<file path="src/rtl/stripe_port_sel.sv">
module stripe_port_sel #(
  parameter int ADDR_W     = 44,
  parameter int NUM_IN     = 4,
  parameter int STRIPE_LSB = 12,
  parameter int WIN_LSB    = 41,
  localparam int SRC_W     = (NUM_IN > 1) ? $clog2(NUM_IN) : 1
) (
  input  logic              clk,
  input  logic              rst_n,
  input  logic              cfg_we,
  input  logic [SRC_W-1:0]  cfg_idx,
  input  logic [1:0]        cfg_mode,
  input  logic              req_valid,
  output logic              req_ready,
  input  logic [ADDR_W-1:0] req_addr,
  input  logic [SRC_W-1:0]  req_src,
  output logic              out_valid,
  input  logic              out_ready,
  output logic [ADDR_W-1:0] out_addr,
  output logic [SRC_W-1:0]  out_src,
  output logic [2:0]        out_port
);
  localparam logic [1:0] MODE_PAIR_LO = 2'b01;
  localparam logic [1:0] MODE_PAIR_HI = 2'b10;

  logic [1:0] mode_q [NUM_IN];
  logic [1:0] cur_mode;
  logic       in_win;
  logic       win_top;
  logic [2:0] sel;

  always_ff @(posedge clk) begin
    for (int i = 0; i < NUM_IN; i++) begin
      if (!rst_n)
        mode_q[i] <= 2'b00;
      else if (cfg_we && cfg_idx == SRC_W'(i))
        mode_q[i] <= cfg_mode;
    end
  end

  always_comb begin
    cur_mode = 2'b00;
    for (int i = 0; i < NUM_IN; i++)
      if (req_src == SRC_W'(i)) cur_mode = mode_q[i];
  end

  assign in_win  = (req_addr[ADDR_W-1:WIN_LSB+1] == '0) && req_addr[WIN_LSB];
  assign win_top = req_addr[WIN_LSB-1];

  always_comb begin
    if (in_win)
      sel = (cur_mode == MODE_PAIR_HI) ? {2'b10, win_top} : {2'b01, win_top};
    else begin
      case (cur_mode)
        MODE_PAIR_LO: sel = {2'b01, req_addr[STRIPE_LSB]};
        MODE_PAIR_HI: sel = {2'b10, req_addr[STRIPE_LSB]};
        default:      sel = 3'd2 + {1'b0, req_addr[STRIPE_LSB+1:STRIPE_LSB]};
      endcase
    end
  end

  assign req_ready = !out_valid || out_ready;

  always_ff @(posedge clk) begin
    if (!rst_n) begin
      out_valid <= 1'b0;
      out_addr  <= '0;
      out_src   <= '0;
      out_port  <= 3'd2;
    end else if (req_ready) begin
      out_valid <= req_valid;
      if (req_valid) begin
        out_addr <= req_addr;
        out_src  <= req_src;
        out_port <= sel;
      end
    end
  end
endmodule

</file>
<file path="config.mk">
export PLATFORM = sky130hd
export DESIGN_NAME = stripe_port_sel
export DESIGN_NICKNAME = d
export VERILOG_FILES = /design/src/rtl/stripe_port_sel.sv
export SDC_FILE = /design/constraint.sdc
export NUM_CORES = 1
export LEC_CHECK = 0
export ABC_AREA = 1
export BUFFER_PORTS_ARGS = -buffer_cell sky130_fd_sc_hd__buf_2
export CORE_ASPECT_RATIO = 1.75
export CORE_MARGIN = 5
export CORE_UTILIZATION = 50
export CTS_CLUSTER_SIZE = 30
export DETAILED_ROUTE_END_ITERATION = 8
export GPL_TIMING_DRIVEN = 1
export HOLD_SLACK_MARGIN = 0.08
export PLACE_DENSITY = 0.85
export SETUP_SLACK_MARGIN = 0.3
export SLEW_MARGIN = 20
export SYNTH_ARGS = -nofsm -noshare
export SYNTH_HDL_FRONTEND = slang
export SYNTH_SLANG_ARGS = --single-unit
</file>
<file path="constraint.sdc">
create_clock -name clk -period 2.2 [get_ports clk]
set_clock_uncertainty 0.15 [all_clocks]
set_input_delay 0.44 -clock clk [delete_from_list [all_inputs] [get_ports clk]]
set_output_delay 0.44 -clock clk [all_outputs]
set_load 0.05 [all_outputs]
</file>
* Word level (Yosys, flattened, before mapping) *
Memory sizes are Yosys's and may differ from the RTL's.
Cells that the tools add are included.

storage, ports and cells
  flip-flop bits (word level) = 50
  input port bits = 55
  word-level logic and storage cells = 53
  memories kept = 1
  memory bits (writable) = 8

operators by class
  reduce and logical (&&, ||, !) cells = 11
  bitwise operators = 4
  equality and inequality tests = 8
  multiplexer cells = 24
  add/subtract/negate cells = 1

memories
  memory  words  bits a word  read ports  clocked after Yosys merged registers in  write ports  RTL line  text
  mode_q  4      2            4           0                                        4            26        logic [1:0] mode_q [NUM_IN];

operator list
  operator               count
  $mux W2                8
  $mux W1                13
  $eq A2 B2 Y1 const B   5
  $eq A2 B1 Y1 const B   3
  $logic_not A2 Y1       3
  $mux W3                2
  $pmux W3 S2            1
  $logic_and A1 B1 Y1    5
  $or A1 B1 Y1           4
  $add A2 B2 Y3 const A  1
  $reduce_and A2 Y1      1
  $logic_not A1 Y1       1
  $logic_or A1 B1 Y1     1

* Depth between registers and ports, before layout *
Gate-level depths: netlist of the first run.

  word-level depth = 8
  depth in mapped cells = 10

* Least setup slack after synthesis of the first run *
OpenSTA, ideal clock, no wires.

  kind = reg2reg
  from = register out_valid
  to = register out_addr[24]
  library setup time = 116 ps
  data required time = 1934 ps
  data arrival time = 1439 ps
  cell stages (with the launch flop) = 8
  clock period less this slack = 1704 ps
  setup slack = 496 ps
  cells stage by stage = dfxtp_1 > nand2_4 > nand2_4 > inv_4 > buf_6 > buf_6 > nor2_1 > nor2_1

between the ends
  word-level cells in the longest chain between the ends = 3

ends and longest elaborated chain
  element                             RTL line  text
  start: declaration                  17        output logic out_valid,
  start signal: assignment            71        out_valid <= req_valid;
  $logic_not A1 Y1                    62        assign req_ready = !out_valid || out_ready;
  $logic_or A1 B1 Y1                  62
  net req_ready                       14        output logic req_ready,
  $reduce_and A2 Y1 (no source line)  n/a
  end signal: assignment              73        out_addr <= req_addr;
  end: declaration                    19        output logic [ADDR_W-1:0] out_addr,

The timed path passes the listed nets, and every way through them passes these cells.
A chain may end at the register's enable or synchronous reset.

==> flow_summary.json, run 1 <==
{
  "status": "completed",
  "clk_latency_ns": 0.32,
  "tightest_slew_ns": 0.475,
  "htreeDepth": 3,
  "grt_pass1_vias": 2215,
  "gp_congestion": 0.772,
  "synth_cell_types": 21,
  "ys_warn_count": 0,
  "die_area_um2": 6150,
  "drive_above_1_share_pct": 34.3,
  "setup_tns_ns": 0,
  "syn_inst": 290,
  "postCtsSetupBuffers": 0,
  "synth_area_um2": 2320,
  "cts_inserted_buffers": 9,
  "hold_buffers": 0,
  "use_met1_pct": 18.2,
  "required_ns": 2.26,
  "cts_tree": "built",
  "timing_hold_violations_final": 0,
  "antenna_left": 0,
  "core_area_um2": 4440,
  "period_needed_ns": 1.63,
  "cap_violations": 0,
  "peakVddDrop_uv": 618,
  "holdCritPathClass": "in -> reg",
  "start_util_pct": 52.1,
  "slew_headroom_pct": 68.3,
  "grt_max_degree": 33,
  "synth_seq_cells": 58,
  "critPathLaunch": "mode_q[2][0]$_SDFFCE_PN0P_",
  "min_period_over_period_pct": 74.2,
  "cts_resized": 0,
  "antenna_found_initial": 0,
  "hold_path.startpoint": "req_addr[19]",
  "fmax_ghz": 0.612,
  "met2_usage_pct": 34.1,
  "end_kind": "flop",
  "rsz0062_at_grt": "false",
  "top_usage_layer": "met2",
  "syn_nets": 348,
  "route.detailed.drc": 0,
  "via_count": 2227,
  "port_buffers": 105,
  "layout.nets": 450,
  "dp_hpwl_um": 4240,
  "instances_no_fill": 447,
  "cts_buffer_depth": 2,
  "powerDensity_nw_per_um2": 879,
  "p_leak_nw": 1.54,
  "yosysSeqAreaShare_pct": 53.6,
  "place_inst": 432,
  "crit_path_max_fanout": 3,
  "timing.rr.start": "mode_q[2][0]$_SDFFCE_PN0P_",
  "wirelength_um": 5660,
  "gr-usage-met3_pct": 5.41,
  "syn_area_per_cell_um2": 7.99,
  "clkSinkCount": 58,
  "slew_violations": 0,
  "syn2layout_area_growth_pct": 29.6,
  "grt_pass1_wl_um": 8910,
  "reg2regPathDepth": 8,
  "drt_first_pass_iters": 7,
  "die_x_um": 61.5,
  "io_pins": 106,
  "crit_type": "reg -> reg",
  "setup_viol": 0,
  "die_y_um": 100,
  "cts_root_buf": "clkbuf_8",
  "rows": 32,
  "worstHoldPathCells": 3,
  "wl_per_cell_um": 12.7,
  "gr-total-overflow": 0,
  "cp-start-kind": "flop",
  "grt_usage_pct": 19.2,
  "crit_arrival_ns": 1.69,
  "vias_per_cell": 4.98,
  "drtIter0Drc": 64,
  "path_clk_slew_ns": 0.06,
  "diodes": 0
}
## worst paths after layout
kind | end | slack [ns]
min reg2reg | out_addr[27]$_SDFFE_PN0P_ | 0.33
max reg2reg | out_port[2]$_SDFFE_PN0P_ | 0.57
min | out_addr[19]$_SDFFE_PN0P_ | 0.22
max | out_port[2]$_SDFFE_PN0P_ | 0.57
## metal layers
layer  part of all wire, %  routed length, um
met5                     0                  0
met4                   4.5                254
met3                   6.8                385
met2                    53               2980
met1                    36               2040
## synthesized netlist by cell type (all sizes together)
cell type	instances	area share [%]
a21oi	5	1.1
buf	9	3.2
clkbuf	8	1.4
dfxtp	50	43
edfxtp	8	10
ha	3	1.6
inv	17	2.9
nand2	21	4.0
nand3	11	2.4
nand4	4	1.1
nor2	105	18
o21ai	48	10
o22ai	1	0.27
## stage by stage
stage                     hold slack [ns]  area (um^2)  util [%]  power [mW]  setup slack (ns)
after floorplan                     0.454         2320         -        1.67             0.496
after global placement              0.307         2830      63.8        1.81             0.395
after detailed placement            0.317         2830      63.8        1.83             0.318
after CTS                           0.200         3000      67.6        2.66             0.566
after global routing                0.207         3000      67.6        2.77             0.422
final                               0.216         3000      67.6        2.64             0.567
## state kept, by name, indices dropped and copies added (netlist names)
signal     cells
out_port       3
mode_q         8
out_valid      1
out_src        2
out_addr      44
## cell usage in the layout (no fill, tap or decap), drive strengths merged, types with 4 or more instances in the layout
cell type,instances
nand3,11
buf,108
nor2,105
nand2,21
a21oi,5
o21ai,48
nand4,4
clkbuf,12
edfxtp,8
inv,17
dfxtp,50
## critical path: stages, from the launching register on
cell	delay (ns)
edfxtp_1	0.37
nand3_1	0.09
nand3_1	0.07
nor2_1	0.19
ha_1	0.29
nand2_1	0.09
inv_1	0.04
a21oi_1	0.14
a21oi_1	0.08
## report_power, final
part	internal, mW	switching [mW]	total (mW)
clock	0.458	0.380	0.838
sequential	1.16	0.0392	1.20
combinational	0.159	0.445	0.604
## cell families after synthesis
kind of cell,count (synthesis),share of synthesized area (%)
DFF,58,53.6
and+or+nand+nor,141,25.6
adders and majority gates,3,1.62
buffers and inverters,34,7.51
AOI/OAI and AO/OA,54,11.7
## layout make-up
| type | count | area [um^2] |
|---|---|---|
| Sequential cell | 58 | 1240 |
| Clock buffer | 12 | 155 |
| Clock inverter | 3 | 15.0 |
| Timing Repair Buffer | 108 | 561 |
| Inverter | 17 | 66.3 |
| Multi-Input combinational cell | 198 | 902 |
| Tap cell | 51 | 63.8 |
| Fill cell | 395 | 1440 |
Power figures use the tool's default switching activity.
==> run 2, diff against run 1 <==
--- a/config.mk
+++ b/config.mk
@@ -9,12 +9,12 @@
 export BUFFER_PORTS_ARGS = -buffer_cell sky130_fd_sc_hd__buf_2
 export CORE_ASPECT_RATIO = 1.75
 export CORE_MARGIN = 5
-export CORE_UTILIZATION = 50
+export CORE_UTILIZATION = 42
 export CTS_CLUSTER_SIZE = 30
 export DETAILED_ROUTE_END_ITERATION = 8
 export GPL_TIMING_DRIVEN = 1
 export HOLD_SLACK_MARGIN = 0.08
-export PLACE_DENSITY = 0.85
+export PLACE_DENSITY = 0.76
 export SETUP_SLACK_MARGIN = 0.3
 export SLEW_MARGIN = 20
 export SYNTH_ARGS = -nofsm -noshare
==> constraint.sdc (replaced) <==
create_clock -name clk -period 1.35 [get_ports clk]
set_clock_uncertainty 0.15 [all_clocks]
set_input_delay 0.27 -clock clk [delete_from_list [all_inputs] [get_ports clk]]
set_output_delay 0.27 -clock clk [all_outputs]
set_load 0.05 [all_outputs]
==> run 2 against run 1 <==
Against the previous run: the flow now stops in 5_1_grt; synthesized cell count did not move; area after synthesis stayed put.
==> flow_summary.json, run 2 <==
{
  "status": "aborted with a tool error",
  "stop_stage": "5_1_grt",
  "tool.error": "[ERROR DPL-0038] Utilization greater than 100%, impossible to legalize",
  "clkSinkCount": 58,
  "post-place-ws_ns": -0.405,
  "place_inst": 460,
  "syn_inst": 290,
  "cts_buffer_depth": 2,
  "die_x_um": 66.2,
  "synth_seq_cells": 58,
  "ys.flop_type": "dfxtp_1",
  "gp_congestion": 0.812,
  "synth_commonest_cells": "nor2_1 (95), dfxtp_1 (50), o21ai_0 (48)",
  "syn_area_per_cell_um2": 7.99,
  "synth_cell_types": 21,
  "yosysTopAreaCell": "dfxtp_1",
  "grt_max_degree": 17,
  "ys_top_cells_by_area": "dfxtp_1 (43%), nor2_1 (15%), o21ai_0 (10%)",
  "synth_top_cell_area_share_pct": 43.2,
  "dp_hpwl_um": 4700,
  "cts_root_buf": "clkbuf_8",
  "io_pins": 106,
  "worstEndpointType": "register input",
  "ys_warn_count": 0,
  "die_y_um": 108,
  "yosysSeqAreaShare_pct": 53.6,
  "cts_inserted_buffers": 9,
  "htreeDepth": 3,
  "synth_area_um2": 2320,
  "syn_nets": 348,
  "worstEndpointGrtRepair": "out_port[1]$_SDFFE_PN1P_/D",
  "placed_cell_area_um2": 2980,
  "yosysMostFrequentCell": "nor2_1",
  "start_util_pct": 43.7,
  "port_buffers": 105,
  "synth_edf_count": 8,
  "async_reset_ff_share_pct": 0,
  "rows": 35
}
[run 2: cell families after synthesis]
logic type | synth area share, %
AOI/OAI and AO/OA | 11.7
adders and majority gates | 1.62
buffers and inverters | 7.51
DFF | 53.6
and+or+nand+nor | 25.6
[run 2: metrics by stage]
step / utilization (%) / hold WS (ns)
CTS: 95.5 / 0.0809
detailed placement: 56.3 / 0.297
global placement: 56.3 / 0.295
floorplan: - / 0.280
[run 2: timing repair]
item,4_1_cts
endpoints found under the setup margin,100
setup buffers,26
pin swaps,22
gates cloned,9
hold endpoints to repair,41
resized for setup,317
hold buffers,41
==> run 3, diff against run 2 <==
--- a/config.mk
+++ b/config.mk
@@ -7,15 +7,11 @@
 export LEC_CHECK = 0
 export ABC_AREA = 1
 export BUFFER_PORTS_ARGS = -buffer_cell sky130_fd_sc_hd__buf_2
-export CORE_ASPECT_RATIO = 1.75
 export CORE_MARGIN = 5
-export CORE_UTILIZATION = 42
-export CTS_CLUSTER_SIZE = 30
+export CORE_UTILIZATION = 40
 export DETAILED_ROUTE_END_ITERATION = 8
 export GPL_TIMING_DRIVEN = 1
-export HOLD_SLACK_MARGIN = 0.08
-export PLACE_DENSITY = 0.76
-export SETUP_SLACK_MARGIN = 0.3
+export PLACE_DENSITY_LB_ADDON = 0.15
 export SLEW_MARGIN = 20
 export SYNTH_ARGS = -nofsm -noshare
 export SYNTH_HDL_FRONTEND = slang
==> constraint.sdc (replaced) <==
create_clock -name clk -period 1.75 [get_ports clk]
set_clock_uncertainty 0.15 [all_clocks]
set_input_delay 0.35 -clock clk [delete_from_list [all_inputs] [get_ports clk]]
set_output_delay 0.35 -clock clk [all_outputs]
set_load 0.05 [all_outputs]
==> run 3 against run 2 <==
Against the previous run: the run now ends clean.
==> flow_summary.json, run 3 (synthesized netlist as in run 1, its figures left out) <==
{
  "status": "completed",
  "holdWs_ns": 0.119,
  "grt_pass1_wl_um": 9160,
  "p_int_mw": 2.37,
  "power.total_mw": 3.45,
  "layout_common_cells": "buf_2 (105), nor2_1 (94), dfxtp_1 (50)",
  "cts_buffer_depth": 2,
  "rows": 27,
  "drt_first_pass_iters": 4,
  "gp_congestion": 0.745,
  "cts_root_buf": "clkbuf_8",
  "endpoint": "out_port[2]$_SDFFE_PN0P_",
  "port_buffers": 105,
  "crit_arrival_ns": 1.65,
  "holdCritPathClass": "in -> reg",
  "layout.nets": 453,
  "clk_latency_ns": 0.33,
  "cap_violations": 0,
  "setup_viol": 0,
  "die_y_um": 86.1,
  "place_inst": 456,
  "regToRegEndpoint": "out_port[2]$_SDFFE_PN0P_",
  "clkSinkCount": 58,
  "grt_usage_pct": 15.7,
  "antenna_found_initial": 0,
  "timing.rr.start": "mode_q[0][1]$_SDFFCE_PN0P_",
  "antenna_left": 0,
  "core_area_um2": 5570,
  "switchingPower_mw": 1.08,
  "hold_buffers": 0,
  "crit_type": "reg -> reg",
  "slew_headroom_pct": 70.3,
  "reg_top3": "out_addr: 44 flops, mode_q: 8 flops, out_port: 3 flops",
  "r2r_setup_slack_ns": 0.17,
  "grt_max_degree": 29,
  "syn2layout_area_growth_pct": 32.6,
  "largest_reg_flops": 44,
  "cts_inserted_buffers": 9,
  "cp-start-kind": "flop",
  "seqPwrFrac_pct": 43.7,
  "fmax_ghz": 0.632,
  "reg2regPathDepth": 9,
  "slew_violations": 0,
  "largest-register": "out_addr",
  "wirelength_um": 5570,
  "required_ns": 1.82,
  "diodes": 0,
  "p_comb_share_pct": 22.0,
  "fill_cells": 580,
  "die_x_um": 86.1,
  "timing_hold_violations_final": 0,
  "htreeDepth": 3,
  "path_clk_slew_ns": 0.06,
  "dp_hpwl_um": 4140,
  "p_leak_nw": 1.56,
  "vias_per_cell": 4.65,
  "io_pins": 106,
  "crit_path_max_fanout": 3,
  "powerDensity_nw_per_um2": 1120,
  "grt_pass1_vias": 2120,
  "drive_above_1_share_pct": 35.1,
  "tightest_slew_ns": 0.445,
  "switching_share_pct": 31.4,
  "drtIter0Drc": 88,
  "route.detailed.drc": 0,
  "instances_no_fill": 471,
  "peakVddDrop_uv": 628,
  "critPathLaunch": "mode_q[0][1]$_SDFFCE_PN0P_",
  "cts_tree": "built",
  "multiInputGateArea_um2": 905,
  "period_needed_ns": 1.58,
  "die_area_um2": 7410,
  "postCtsSetupBuffers": 0,
  "hold_path.startpoint": "req_addr[4]",
  "clkPwrFrac_pct": 34.3,
  "rsz0062_at_grt": "false",
  "end_kind": "flop",
  "via_count": 2192,
  "wl_per_cell_um": 11.8,
  "start_util_pct": 41.6,
  "regArea_um2": 1240,
  "gr-total-overflow": 0,
  "min_period_over_period_pct": 90.5,
  "layout_commonest_cell": "buf_2"
}
## run 3: how the worst min path moves through the flow
| stage | end | depth (start not counted) | slack (ns) |
|---|---|---|---|
| after floorplan | out_addr[17]$_SDFFE_PN0P_ | 2 | 0.36 |
| after global placement | out_addr[2]$_SDFFE_PN0P_ | 2 | 0.31 |
| after detailed placement | out_addr[2]$_SDFFE_PN0P_ | 2 | 0.32 |
| after CTS | out_addr[4]$_SDFFE_PN0P_ | 3 | 0.10 |
| after global routing | out_addr[39]$_SDFFE_PN0P_ | 3 | 0.11 |
| final | out_addr[4]$_SDFFE_PN0P_ | 3 | 0.12 |
## run 3: metal layers
metal | global-route usage [%] | part of all wire, %
met2 | 26.1 | 47
met1 | 17.5 | 43
met3 | 6.92 | 9.2
met5 | 0 | 0
met4 | 6.33 | 1.4
## run 3: final cells by class
cell class,count,area share (%)
flip-flops and latches,58,40.4
repair buffers,111,18.6
well taps,72,2.93
clock buffers,14,6.31
multi-input cells,198,29.5
inverters,17,2.16
clock inverters,1,0.163
## run 3: power by group through the flow
stage	Sequential, mW	Combinational (mW)	Clock, mW
after floorplan	1.85	0.245	0
after global placement	1.53	0.757	0
after detailed placement	1.54	0.765	0
after CTS	1.51	0.767	1.23
after global routing	1.52	0.826	1.30
final	1.51	0.759	1.18
## run 3: worst max-delay path: stages (launching register included)
cell and delay, ns:
edfxtp_1 0.32, inv_1 0.04, nand2_1 0.05, o21ai_0 0.07
nor2_1 0.21, ha_1 0.30, nand2_1 0.10, inv_1 0.04
a21oi_1 0.13, a21oi_1 0.07
## run 3: metrics by stage
stage	utilization, %	cell area (um^2)	setup TNS [ns]	setup WS, ns
2_1_floorplan	-	2320	0	0.0456
3_3_place_gp	51.5	2870	0	0.00643
3_5_place_dp	51.5	2870	-0.162	-0.0935
4_1_cts	55.1	3070	0	0.103
5_1_grt	55.1	3070	0	0.00509
6_report	55.1	3070	0	0.167
## run 3: timing repair
action,CTS,global route
resized for setup,0,1
endpoints found under the setup margin,0,1
endpoints found under the hold margin,0,0
==> run 4, diff against run 3 <==
--- a/config.mk
+++ b/config.mk
@@ -11,7 +11,7 @@
 export CORE_UTILIZATION = 40
 export DETAILED_ROUTE_END_ITERATION = 8
 export GPL_TIMING_DRIVEN = 1
-export PLACE_DENSITY_LB_ADDON = 0.15
+export PLACE_DENSITY_LB_ADDON = 0.2
 export SLEW_MARGIN = 20
 export SYNTH_ARGS = -nofsm -noshare
 export SYNTH_HDL_FRONTEND = slang
==> run 4 against run 3 <==
Against the previous run: critical endpoint unchanged; largest cell class unchanged; fmax increased by 0.52%; largest power group unchanged; sequential power about the same; highest routed layer unchanged; power rose by 2.8%.
==> flow_summary.json, run 4 (synthesized netlist as in run 1, its figures left out) <==
{
  "status": "completed",
  "diodes": 0,
  "setup_viol": 0,
  "path_clk_slew_ns": 0.07,
  "core_area_um2": 5570,
  "crit_arrival_ns": 1.62,
  "die_y_um": 86.1,
  "wirelength_um": 5570,
  "rows": 27,
  "setup_tns_ns": 0,
  "via_count": 2119,
  "reg_top3": "out_addr: 44 flops, mode_q: 8 flops, out_port: 3 flops",
  "vias_per_cell": 4.50,
  "met2_usage_pct": 25.2,
  "layout_common_cells": "buf_2 (105), nor2_1 (94), dfxtp_1 (50)",
  "slew_headroom_pct": 68.2,
  "clkSinkCount": 58,
  "hold_buffers": 0,
  "drtIter0Drc": 77,
  "wl_per_cell_um": 11.8,
  "use_met1_pct": 18.6,
  "die_x_um": 86.1,
  "dp_hpwl_um": 4050,
  "power.total_mw": 3.55,
  "layout_commonest_cell": "buf_2",
  "die_area_um2": 7410,
  "place_inst": 455,
  "tightest_slew_ns": 0.476,
  "cts_inserted_buffers": 9,
  "largest-register": "out_addr",
  "end_kind": "flop",
  "critPathLaunch": "mode_q[0][1]$_SDFFCE_PN0P_",
  "syn2layout_area_growth_pct": 33.4,
  "io_pins": 106,
  "fmax_ghz": 0.635,
  "min_period_over_period_pct": 90.0,
  "hold_path.startpoint": "req_addr[29]",
  "slew_violations": 0,
  "grt_max_degree": 32,
  "peakVddDrop_uv": 538,
  "drive_above_1_share_pct": 35.1,
  "cap_violations": 0,
  "port_buffers": 105,
  "crit_type": "reg -> reg",
  "drt_first_pass_iters": 4,
  "cts_buffer_depth": 2,
  "period_needed_ns": 1.57,
  "antenna_found_initial": 0,
  "top_usage_layer": "met2",
  "cts_tree": "built",
  "antenna_left": 0,
  "gp_congestion": 0.755,
  "crit_path_max_fanout": 3,
  "instances_no_fill": 471,
  "grt_pass1_wl_um": 9000,
  "grt_usage_pct": 15.6,
  "cts_root_buf": "clkbuf_8",
  "holdWs_ns": 0.128,
  "required_ns": 1.80,
  "cp-start-kind": "flop",
  "timing_hold_violations_final": 0,
  "powerDensity_nw_per_um2": 1150,
  "holdCritPathClass": "in -> reg",
  "htreeDepth": 3,
  "start_util_pct": 41.6,
  "largest_reg_flops": 44,
  "clk_latency_ns": 0.32,
  "p_leak_nw": 1.56,
  "gr-usage-met3_pct": 5.00,
  "timing.rr.start": "mode_q[0][1]$_SDFFCE_PN0P_",
  "grt_pass1_vias": 1974,
  "rsz0062_at_grt": "false",
  "gr-total-overflow": 0,
  "route.detailed.drc": 0,
  "layout.nets": 452
}
-- run 4: metal layers --
metal / share of wire, % / wire, um
met5: 0 / 0
met4: 0.92 / 51
met3: 7.7 / 429
met2: 48 / 2650
met1: 44 / 2440
-- run 4: area by class of cell --
| class | count | area [um^2] |
|---|---|---|
| timing repair buffer | 110 | 576 |
| multi-input combinational | 198 | 905 |
| sequential | 58 | 1240 |
| clock buffer | 12 | 166 |
| inverter | 17 | 66.3 |
| clock inverter | 4 | 47.5 |
| fill | 573 | 2480 |
| tap | 72 | 90.1 |
-- run 4: worst max-delay path, stage by stage, from the launching register on --
cell	delay, ns
edfxtp_1	0.32
inv_1	0.03
nand2_1	0.05
o21ai_0	0.08
nor2_1	0.20
ha_1	0.30
nand2_1	0.09
inv_1	0.04
a21oi_1	0.13
a21oi_1	0.08
-- run 4: power breakdown --
group          internal, mW  switching (mW)  total (mW)  leakage, nW
registers              1.46          0.0467        1.50        0.494
logic                 0.204           0.559       0.764        0.961
clock network         0.778           0.501        1.28        0.108
total                  2.44            1.11        3.55         1.56
-- run 4: repair_timing --
item	4_1_cts	5_1_grt
buffers inserted	0	0
setup endpoints to repair	0	2
resized for setup	0	2
-- run 4: final timing paths --
path                                                  end  slack, ns  depth (start not counted)
worst max register to register   out_port[2]$_SDFFE_PN0P_       0.18                          9
worst min-delay path            out_addr[29]$_SDFFE_PN0P_       0.13                          3
worst min register to register   out_addr[5]$_SDFFE_PN0P_       0.32                          2
worst max-delay path             out_port[2]$_SDFFE_PN0P_       0.18                          9
-- run 4: per-stage QoR --
step	utilization, %	instance area [um^2]	worst slack, ns
5_1_grt	55.5	3090	0.0375
2_1_floorplan	-	2320	0.0456
3_5_place_dp	51.6	2880	-0.0278
6_report	55.5	3090	0.175
4_1_cts	55.4	3090	0.152
3_3_place_gp	51.6	2880	0.0393
